`config.mk`:
```
export PLATFORM = sky130hd
export DESIGN_NAME = sds_steer
export DESIGN_NICKNAME = d
export VERILOG_FILES = /design/src/rtl/sds_pkg.sv /design/src/rtl/sds_sync_edge.sv /design/src/rtl/sds_select_fsm.sv /design/src/rtl/sds_local_capture.sv /design/src/rtl/sds_steer.sv
export SDC_FILE = /design/constraint.sdc
export NUM_CORES = 1
export LEC_CHECK = 0
export BUFFER_PORTS_ARGS = -buffer_cell sky130_fd_sc_hd__buf_2
export CORE_MARGIN = 4
export CORE_UTILIZATION = 55
export CTS_CLUSTER_DIAMETER = 80
export DETAILED_ROUTE_END_ITERATION = 7
export PLACE_DENSITY = 0.77
export SKIP_CTS_REPAIR_TIMING = 1
export SYNTH_ARGS = -nofsm -noshare
export SYNTH_HDL_FRONTEND = slang
export SYNTH_HIERARCHICAL = 1
export SYNTH_SLANG_ARGS = --single-unit
```
`constraint.sdc`:
```
create_clock -name clk -period 1.5 [get_ports clk]
set_input_delay 0.3 -clock clk [delete_from_list [all_inputs] [get_ports clk]]
set_output_delay 0.3 -clock clk [all_outputs]
set_load 0.02 [all_outputs]
```
`src/rtl/sds_pkg.sv`:
```
package sds_pkg;
  // Phase of the incoming frame
  typedef enum logic {
    PH_SELECT = 1'b0,
    PH_ROUTE  = 1'b1
  } phase_e;

  localparam int SEL_BITS = 3;

  // Target codes whose meaning the rest of the chip relies on
  localparam logic [SEL_BITS-1:0] CODE_LOCAL = 3'd0;
  localparam logic [SEL_BITS-1:0] CODE_FE1   = 3'd1;
  localparam logic [SEL_BITS-1:0] CODE_FE2   = 3'd2;
  localparam logic [SEL_BITS-1:0] CODE_TGEN  = 3'd3;
endpackage

```
`src/rtl/sds_sync_edge.sv`:
```
// Synchronizer for one asynchronous wire, with edge pulses on the synchronized copy
module sds_sync_edge #(
  parameter int   STAGES  = 2,
  parameter logic RST_VAL = 1'b0
) (
  input  logic clk,
  input  logic rst,
  input  logic din,
  output logic dout,
  output logic rise,
  output logic fall
);
  // pipe[STAGES-1] is the synchronized level, pipe[STAGES] its previous value
  logic [STAGES:0] pipe;

  always_ff @(posedge clk) begin
    if (rst) pipe <= {(STAGES+1){RST_VAL}};
    else     pipe <= {pipe[STAGES-1:0], din};
  end

  assign dout = pipe[STAGES-1];
  assign rise =  pipe[STAGES-1] & ~pipe[STAGES];
  assign fall = ~pipe[STAGES-1] &  pipe[STAGES];
endmodule

```
`src/rtl/sds_select_fsm.sv`:
```
// Collects the target code and drives the per-target load lines
module sds_select_fsm
  import sds_pkg::*;
#(
  parameter int SEL_W   = SEL_BITS,
  parameter int NUM_TGT = 1 << SEL_W
) (
  input  logic               clk,
  input  logic               rst,
  input  logic               strobe_n,
  input  logic               sclk_rise,
  input  logic               sclk_fall,
  input  logic               sdata,
  output phase_e             phase,
  output logic [SEL_W-1:0]   code,
  output logic [NUM_TGT-1:0] load_n
);
  localparam int CNT_W = $clog2(SEL_W + 1);
  localparam logic [CNT_W-1:0] CNT_FULL = CNT_W'(SEL_W);

  logic [CNT_W-1:0] cnt;
  logic             grant;

  // Code complete and the serial clock just fell: hand over to the target
  assign grant = (phase == PH_SELECT) && sclk_fall && (cnt == CNT_FULL);

  always_ff @(posedge clk) begin
    if (rst || strobe_n) begin
      cnt   <= '0;
      code  <= '0;
      phase <= PH_SELECT;
    end else if (phase == PH_SELECT) begin
      if (sclk_rise && (cnt != CNT_FULL)) begin
        code <= {code[SEL_W-2:0], sdata};
        cnt  <= cnt + 1'b1;
      end else if (grant) begin
        phase <= PH_ROUTE;
      end
    end
  end

  for (genvar i = 0; i < NUM_TGT; i++) begin : g_load
    always_ff @(posedge clk) begin
      if (rst || strobe_n)                      load_n[i] <= 1'b1;
      else if (grant && (code == SEL_W'(i)))    load_n[i] <= 1'b0;
    end
  end
endmodule

```
`src/rtl/sds_local_capture.sv`:
```
// Shift register for frames addressed to the local target
module sds_local_capture #(
  parameter int LOC_W = 16
) (
  input  logic             clk,
  input  logic             rst,
  input  logic             strobe_n,
  input  logic             strobe_rise,
  input  logic             sclk_rise,
  input  logic             sdata,
  input  logic             active,
  output logic [LOC_W-1:0] word,
  output logic             update
);
  logic [LOC_W-1:0] shreg;

  always_ff @(posedge clk) begin
    if (rst) begin
      shreg  <= '0;
      word   <= '0;
      update <= 1'b0;
    end else begin
      update <= 1'b0;
      if (strobe_rise && active) begin
        word   <= shreg;
        update <= 1'b1;
        shreg  <= '0;
      end else if (strobe_n) begin
        shreg  <= '0;
      end else if (active && sclk_rise) begin
        // first routed bit travels down to bit 0
        shreg  <= {sdata, shreg[LOC_W-1:1]};
      end
    end
  end
endmodule

```
`src/rtl/sds_steer.sv`:
```
module sds_steer
  import sds_pkg::*;
#(
  parameter int SEL_W       = SEL_BITS,
  parameter int SYNC_STAGES = 2,
  parameter int LOC_W       = 16,
  parameter int NUM_TGT     = 1 << SEL_W
) (
  input  logic               clk,
  input  logic               rst,
  input  logic               ser_load_n,
  input  logic               ser_data,
  input  logic               ser_clk,
  output logic [NUM_TGT-1:0] tgt_load_n,
  output logic               tgt_data,
  output logic               tgt_clk,
  output logic [LOC_W-1:0]   loc_word,
  output logic               loc_update
);
  localparam int NWIRE = 3;
  localparam int W_LOAD = 0;
  localparam int W_DATA = 1;
  localparam int W_CLK  = 2;
  localparam logic [NWIRE-1:0] WIRE_RST = 3'b001;

  logic [NWIRE-1:0] wire_in, wire_sync, wire_rise, wire_fall;
  logic             load_sync, load_rise, data_sync, clk_sync, clk_rise, clk_fall;
  phase_e           phase;
  logic [SEL_W-1:0] code;
  logic             local_active;

  assign wire_in = {ser_clk, ser_data, ser_load_n};

  for (genvar w = 0; w < NWIRE; w++) begin : g_sync
    sds_sync_edge #(
      .STAGES (SYNC_STAGES),
      .RST_VAL(WIRE_RST[w])
    ) u_sync (
      .clk (clk),
      .rst (rst),
      .din (wire_in[w]),
      .dout(wire_sync[w]),
      .rise(wire_rise[w]),
      .fall(wire_fall[w])
    );
  end

  assign load_sync = wire_sync[W_LOAD];
  assign load_rise = wire_rise[W_LOAD];
  assign data_sync = wire_sync[W_DATA];
  assign clk_sync  = wire_sync[W_CLK];
  assign clk_rise  = wire_rise[W_CLK];
  assign clk_fall  = wire_fall[W_CLK];

  sds_select_fsm #(
    .SEL_W  (SEL_W),
    .NUM_TGT(NUM_TGT)
  ) u_fsm (
    .clk      (clk),
    .rst      (rst),
    .strobe_n (load_sync),
    .sclk_rise(clk_rise),
    .sclk_fall(clk_fall),
    .sdata    (data_sync),
    .phase    (phase),
    .code     (code),
    .load_n   (tgt_load_n)
  );

  assign local_active = (phase == PH_ROUTE) && (code == SEL_W'(CODE_LOCAL));

  sds_local_capture #(
    .LOC_W(LOC_W)
  ) u_loc (
    .clk        (clk),
    .rst        (rst),
    .strobe_n   (load_sync),
    .strobe_rise(load_rise),
    .sclk_rise  (clk_rise),
    .sdata      (data_sync),
    .active     (local_active),
    .word       (loc_word),
    .update     (loc_update)
  );

  // Fan-out copies, registered to line up with the load lines
  always_ff @(posedge clk) begin
    if (rst) begin
      tgt_data <= 1'b0;
      tgt_clk  <= 1'b0;
    end else begin
      tgt_data <= data_sync;
      tgt_clk  <= clk_sync;
    end
  end
endmodule

```
Word level (Yosys, flattened, before mapping)
Cells that the tools add are included.
W data, S select, Z words.
{ "totals": {"ff_bits": 57, "input_bits": 5, "output_inout_bits": 27, "elab_cells": 58} }
{ "classes": {"add_sub_neg": 1, "eq_ne": 9, "muxes": 4, "bitwise": 7, "reduce_logical": 18} }
{ "ops": {"columns": ["op", "n"], "rows": [
  ["$logic_and A1 B1 Y1", 14],
  ["$eq A3 B3 Y1 const B", 4],
  ["$eq A3 B2 Y1 const B", 2],
  ["$mux W1", 4],
  ["$not A1 Y1", 4],
  ["$and A1 B1 Y1", 3],
  ["$eq A3 B1 Y1 const B", 1],
  ["$logic_not A3 Y1", 1],
  ["$reduce_or A3 Y1", 1],
  ["$add A2 B1 Y2 const B", 1],
  ["$eq A2 B2 Y1 const B", 1],
  ["$ne A2 B2 Y1 const B", 1],
  ["$reduce_and A2 Y1", 1],
  ["$logic_or A1 B1 Y1", 1]
]} }

Longest topological paths before layout
{ "logic_depth": {"ltp_word": 7, "mapped_depth": 6, "ltp_nobuf": 3} }

Modules after synthesis
Netlist, hierarchy kept.
{ "modules_own_cells": {"columns": ["mod", "n_inst", "cells_each", "area_per_inst_um2", "seq_area_each_um2"], "rows": [
  ["sds_local_capture", 1, 111, 1277.5, 660.6],
  ["sds_select_fsm", 1, 52, 598.1, 280.3],
  ["sds_sync_edge (g_sync[1].u_sync ...)", 2, 8, 91.3, 60.1],
  ["sds_sync_edge (g_sync[0].u_sync)", 1, 8, 92.6, 60.1],
  ["sds_steer", 1, 5, 67.6, 40.0]
]} }

Least setup slack after synthesis
Ideal clock, no wire load.
{ "synth_path": {"kind": "register to register", "start": "register u_fsm.code[1]", "end": "register u_loc.shreg[10]", "setup_time_ps": 115, "t_arrival_ps": 1285, "setup_slack_ps": 100, "stages_incl_launch_ff": 6, "synth_period_minus_slack_ps": 1400, "cell_sequence": "dfxtp_1 > nor4b_2 > buf_6 > clkbuf_1 > a21bo_2 > a21oi_2"} }
{ "synth_via": {"elab_chain_len": 4} }
{ "synth_lines": {"columns": ["element", "line_no", "rtl"], "rows": [
  ["start: declaration", "sds_select_fsm.sv:15", "output logic [SEL_W-1:0] code,"],
  ["start signal: assignment", "sds_select_fsm.sv:34", "code <= {code[SEL_W-2:0], sdata};"],
  ["$logic_not A3 Y1 *", "sds_steer.sv:70", "assign local_active = (phase == PH_ROUTE) && (code == SEL_W'(CODE_LOCAL));"],
  ["$logic_and A1 B1 Y1 *", "sds_steer.sv:70", null],
  ["via local_active", "sds_steer.sv:30", "logic local_active;"],
  ["$logic_and A1 B1 Y1", "sds_local_capture.sv:24", "if (strobe_rise && active) begin"],
  ["$reduce_or A3 Y1 (no source line)", null, null],
  ["end signal: assignment", "sds_local_capture.sv:32", "shreg <= {sdata, shreg[LOC_W-1:1]};"],
  ["end: declaration", "sds_local_capture.sv:15", "logic [LOC_W-1:0] shreg;"]
]} }
The timed path passes the listed nets; every way through them passes the cells marked *.
A chain may end at the register's enable or synchronous reset.

Final worst setup path
{ "layout_path": {"start": "register u_fsm.code[0]", "end": "register u_loc.shreg[3]"} }
Same word-level chain as after synthesis.

==> flow_summary.toml <==
[run_status]
run_status = "completed"

[worst_setup_path]
worstSetupStartpoint = "u_fsm/code[0]"
classification_of_the_worst_setup_path = "reg -> reg"
r2r_depth = 4
cp_data_required_time_ns = 1.71
timing.critical_path.cells = "nor4b_4 > buf_4 > a211o_4 > a21oi_1"
reg2reg_from = "u_fsm/code[0]"
cpPeakStageDelay_ns = 0.45
worstSetupStartpointType = "flop"
critical_path_peak_fanout = 16
crit_slowest_cell = "sky130_fd_sc_hd__nor4b_4"
cp_endpoint_kind = "flop"
crit_end = "u_loc/shreg[3]"
timing.critical_path.arrival_ns = 1.65
r2r_slack_ns = 0.06
worstReg2RegEnd = "u_loc/shreg[3]"

[clock_network]
clk_pin_slew_ns = 0.06
clock_tree.root_cell = "sky130_fd_sc_hd__clkbuf_8"
cts_buffers = 9
tritoncts_clock_tree = "built"
cts.htree.levels = 3
cts_num_sinks = 57
clk_path_buf_depth = 2
clk_latency_ns = 0.33

[floorplan]
die_w_um = 70.8
ios = 32
rows = 22
core_sq_um = 3740
fp.dieH_um = 70.8
dieArea_sq_um = 5020
effective_utilization_at_floorplan = 0.580

[layout]
fin_area_sq_um = 2620
area_growth_pct = 20.7
num-nets-final = 231
layout.cells.non_filler = 278
share_of_final_layout_standard_cells_stronger_than_drive_strength_1 = 0.400
ant_diodes = 0

[timing]
fin_tns_setup_ns = 0
max_slew.worst_pin.slew_ns = 0.470
final.hold.worst_slack_ns = 0.143
finalCritPeriodShare = 0.963
finalHoldViolCount = 0
clock_skew_ns = 0.00735
endpoints_failing_setup = 0
slew_headroom = 0.683
finalWorstPathRequiredPeriod_ns = 1.44
fmax_mhz = 692
timing.final.max_slew_violations = 0

[global_routing]
antenna_found_initial = 0
overflow = 0
via_count_of_the_first_global_routing_pass = 1464
grt_first_pass_wirelength_um = 6910
grt.total_usage = 0.181
pin_count_of_the_biggest_net_entering_global_routing = 33

[min_path]
hold_path.class = "in -> reg"

[drt]
drt.antenna.violating_nets = 0
violation_count_after_the_first_detailed_route_iteration = 97
vias = 1579
drt_pass1_iterations = 4
detail_route.drc_violations = 0
totalWireLength_um = 4220
detail_route.wl_per_cell_um = 15.2
vias_per_cell = 5.68

[yosys]
synth_cells = 187
avgSynthCellArea_sq_um = 11.6
ys.warnings.count = 6
syn-num-nets = 193
synth_area_sq_um = 2170

[power_and_ir_drop]
power_frac_comb = 0.024
switch_share = 0.199
clock_power_share = 0.500
report.power.total_uw = 3210
peakVddDrop_uv = 1020
p_leak_uw = 0.00103
internal_power_uw = 2570
power.switching_uw = 638
power_per_cell_area_nw_per_um2 = 1220
sequentialPowerShare = 0.476

[place]
place.port_buffers = 31
postPlaceCellArea_sq_um = 2380
place_congestion = 0.716
dpl_hpwl_um = 2750
placed_cell_count = 261

[job]
maxCapViolations = 0
power groups by stage:
| stage | clock [uW] | combinational [uW] | sequential, uW |
|---|---|---|---|
| final | 1600 | 77.1 | 1530 |
| after global routing | 1720 | 84.6 | 1530 |
| after CTS | 1650 | 77.1 | 1530 |
| after detailed placement | 0 | 76.8 | 1560 |
| after global placement | 0 | 73.3 | 1560 |
| after floorplan | 0 | 49.7 | 1560 |
layout by cell type (no fill, tap or decap), types with 3 or more instances in the layout:
cell                         n
sky130_fd_sc_hd__dfxtp_1    56
sky130_fd_sc_hd__buf_2      31
sky130_fd_sc_hd__a22o_1     16
sky130_fd_sc_hd__nand3_1    16
sky130_fd_sc_hd__a21bo_2    16
sky130_fd_sc_hd__clkbuf_8   11
sky130_fd_sc_hd__a21oi_2    10
sky130_fd_sc_hd__nor2b_1     9
sky130_fd_sc_hd__buf_4       8
sky130_fd_sc_hd__a21oi_1     7
sky130_fd_sc_hd__a2bb2oi_1   6
sky130_fd_sc_hd__or2_1       4
sky130_fd_sc_hd__or3b_1      4
sky130_fd_sc_hd__nor3b_1     3
sky130_fd_sc_hd__nor3_1      3
sky130_fd_sc_hd__mux2i_1     3
through the flow:
stage               worst slack (ns)  utilization
detailed placement            0.0452        0.636
finish                        0.0553        0.701
CTS                           0.0235        0.697
floorplan                     0.0999            -
global route                -0.00226        0.701
global placement              0.0743        0.636
area by class of cell:
cell class | count | area [sq um]
clock buffers | 11 | 151
fillers | 291 | 1120
well taps | 48 | 60.1
repair buffers | 41 | 246
flip-flops and latches | 57 | 1140
multi-input cells | 116 | 945
clock inverters | 5 | 77.6
layer usage:
layer  up-vias  part of all wire  track usage
met5         -                 0            0
met4         0             0.029        0.117
met3        12             0.071       0.0753
met2        51              0.45        0.258
met1       748              0.46        0.223
li1        768                 -            -
how the worst min path moves through the flow:
stage / from / end / slack (ns) / cells after the start
final: ser_load_n / g_sync[0].u_sync/pipe[0] / 0.14 / 2
after global routing: ser_load_n / g_sync[0].u_sync/pipe[0] / 0.14 / 2
after CTS: ser_load_n / g_sync[0].u_sync/pipe[0] / 0.12 / 2
after detailed placement: g_sync[0].u_sync/pipe[0] / g_sync[0].u_sync/pipe[1] / 0.40 / 1
after global placement: g_sync[0].u_sync/pipe[0] / g_sync[0].u_sync/pipe[1] / 0.40 / 1
after floorplan: rst / g_sync[1].u_sync/pipe[0] / 0.37 / 1
registers in the layout, indices dropped and copies added, names as in the netlist:
name / cells
u_loc/shreg: 16
u_loc/word: 16
g_sync.u_sync/pipe: 8
u_fsm/load_n: 8
u_fsm/code: 3
u_fsm/cnt: 2
tgt_clk: 1
tgt_data: 1
u_fsm/phase: 1
u_loc/update: 1
worst max-delay path, delay by kind of cell, from the launching register on:
family	cells	cell delay, ns
AND/OR/NAND/NOR	1	0.45
AO/OA/AOI/OAI	2	0.35
flip-flops	1	0.33
buffers and inverters	1	0.19
(Power assumes the default switching activity.)
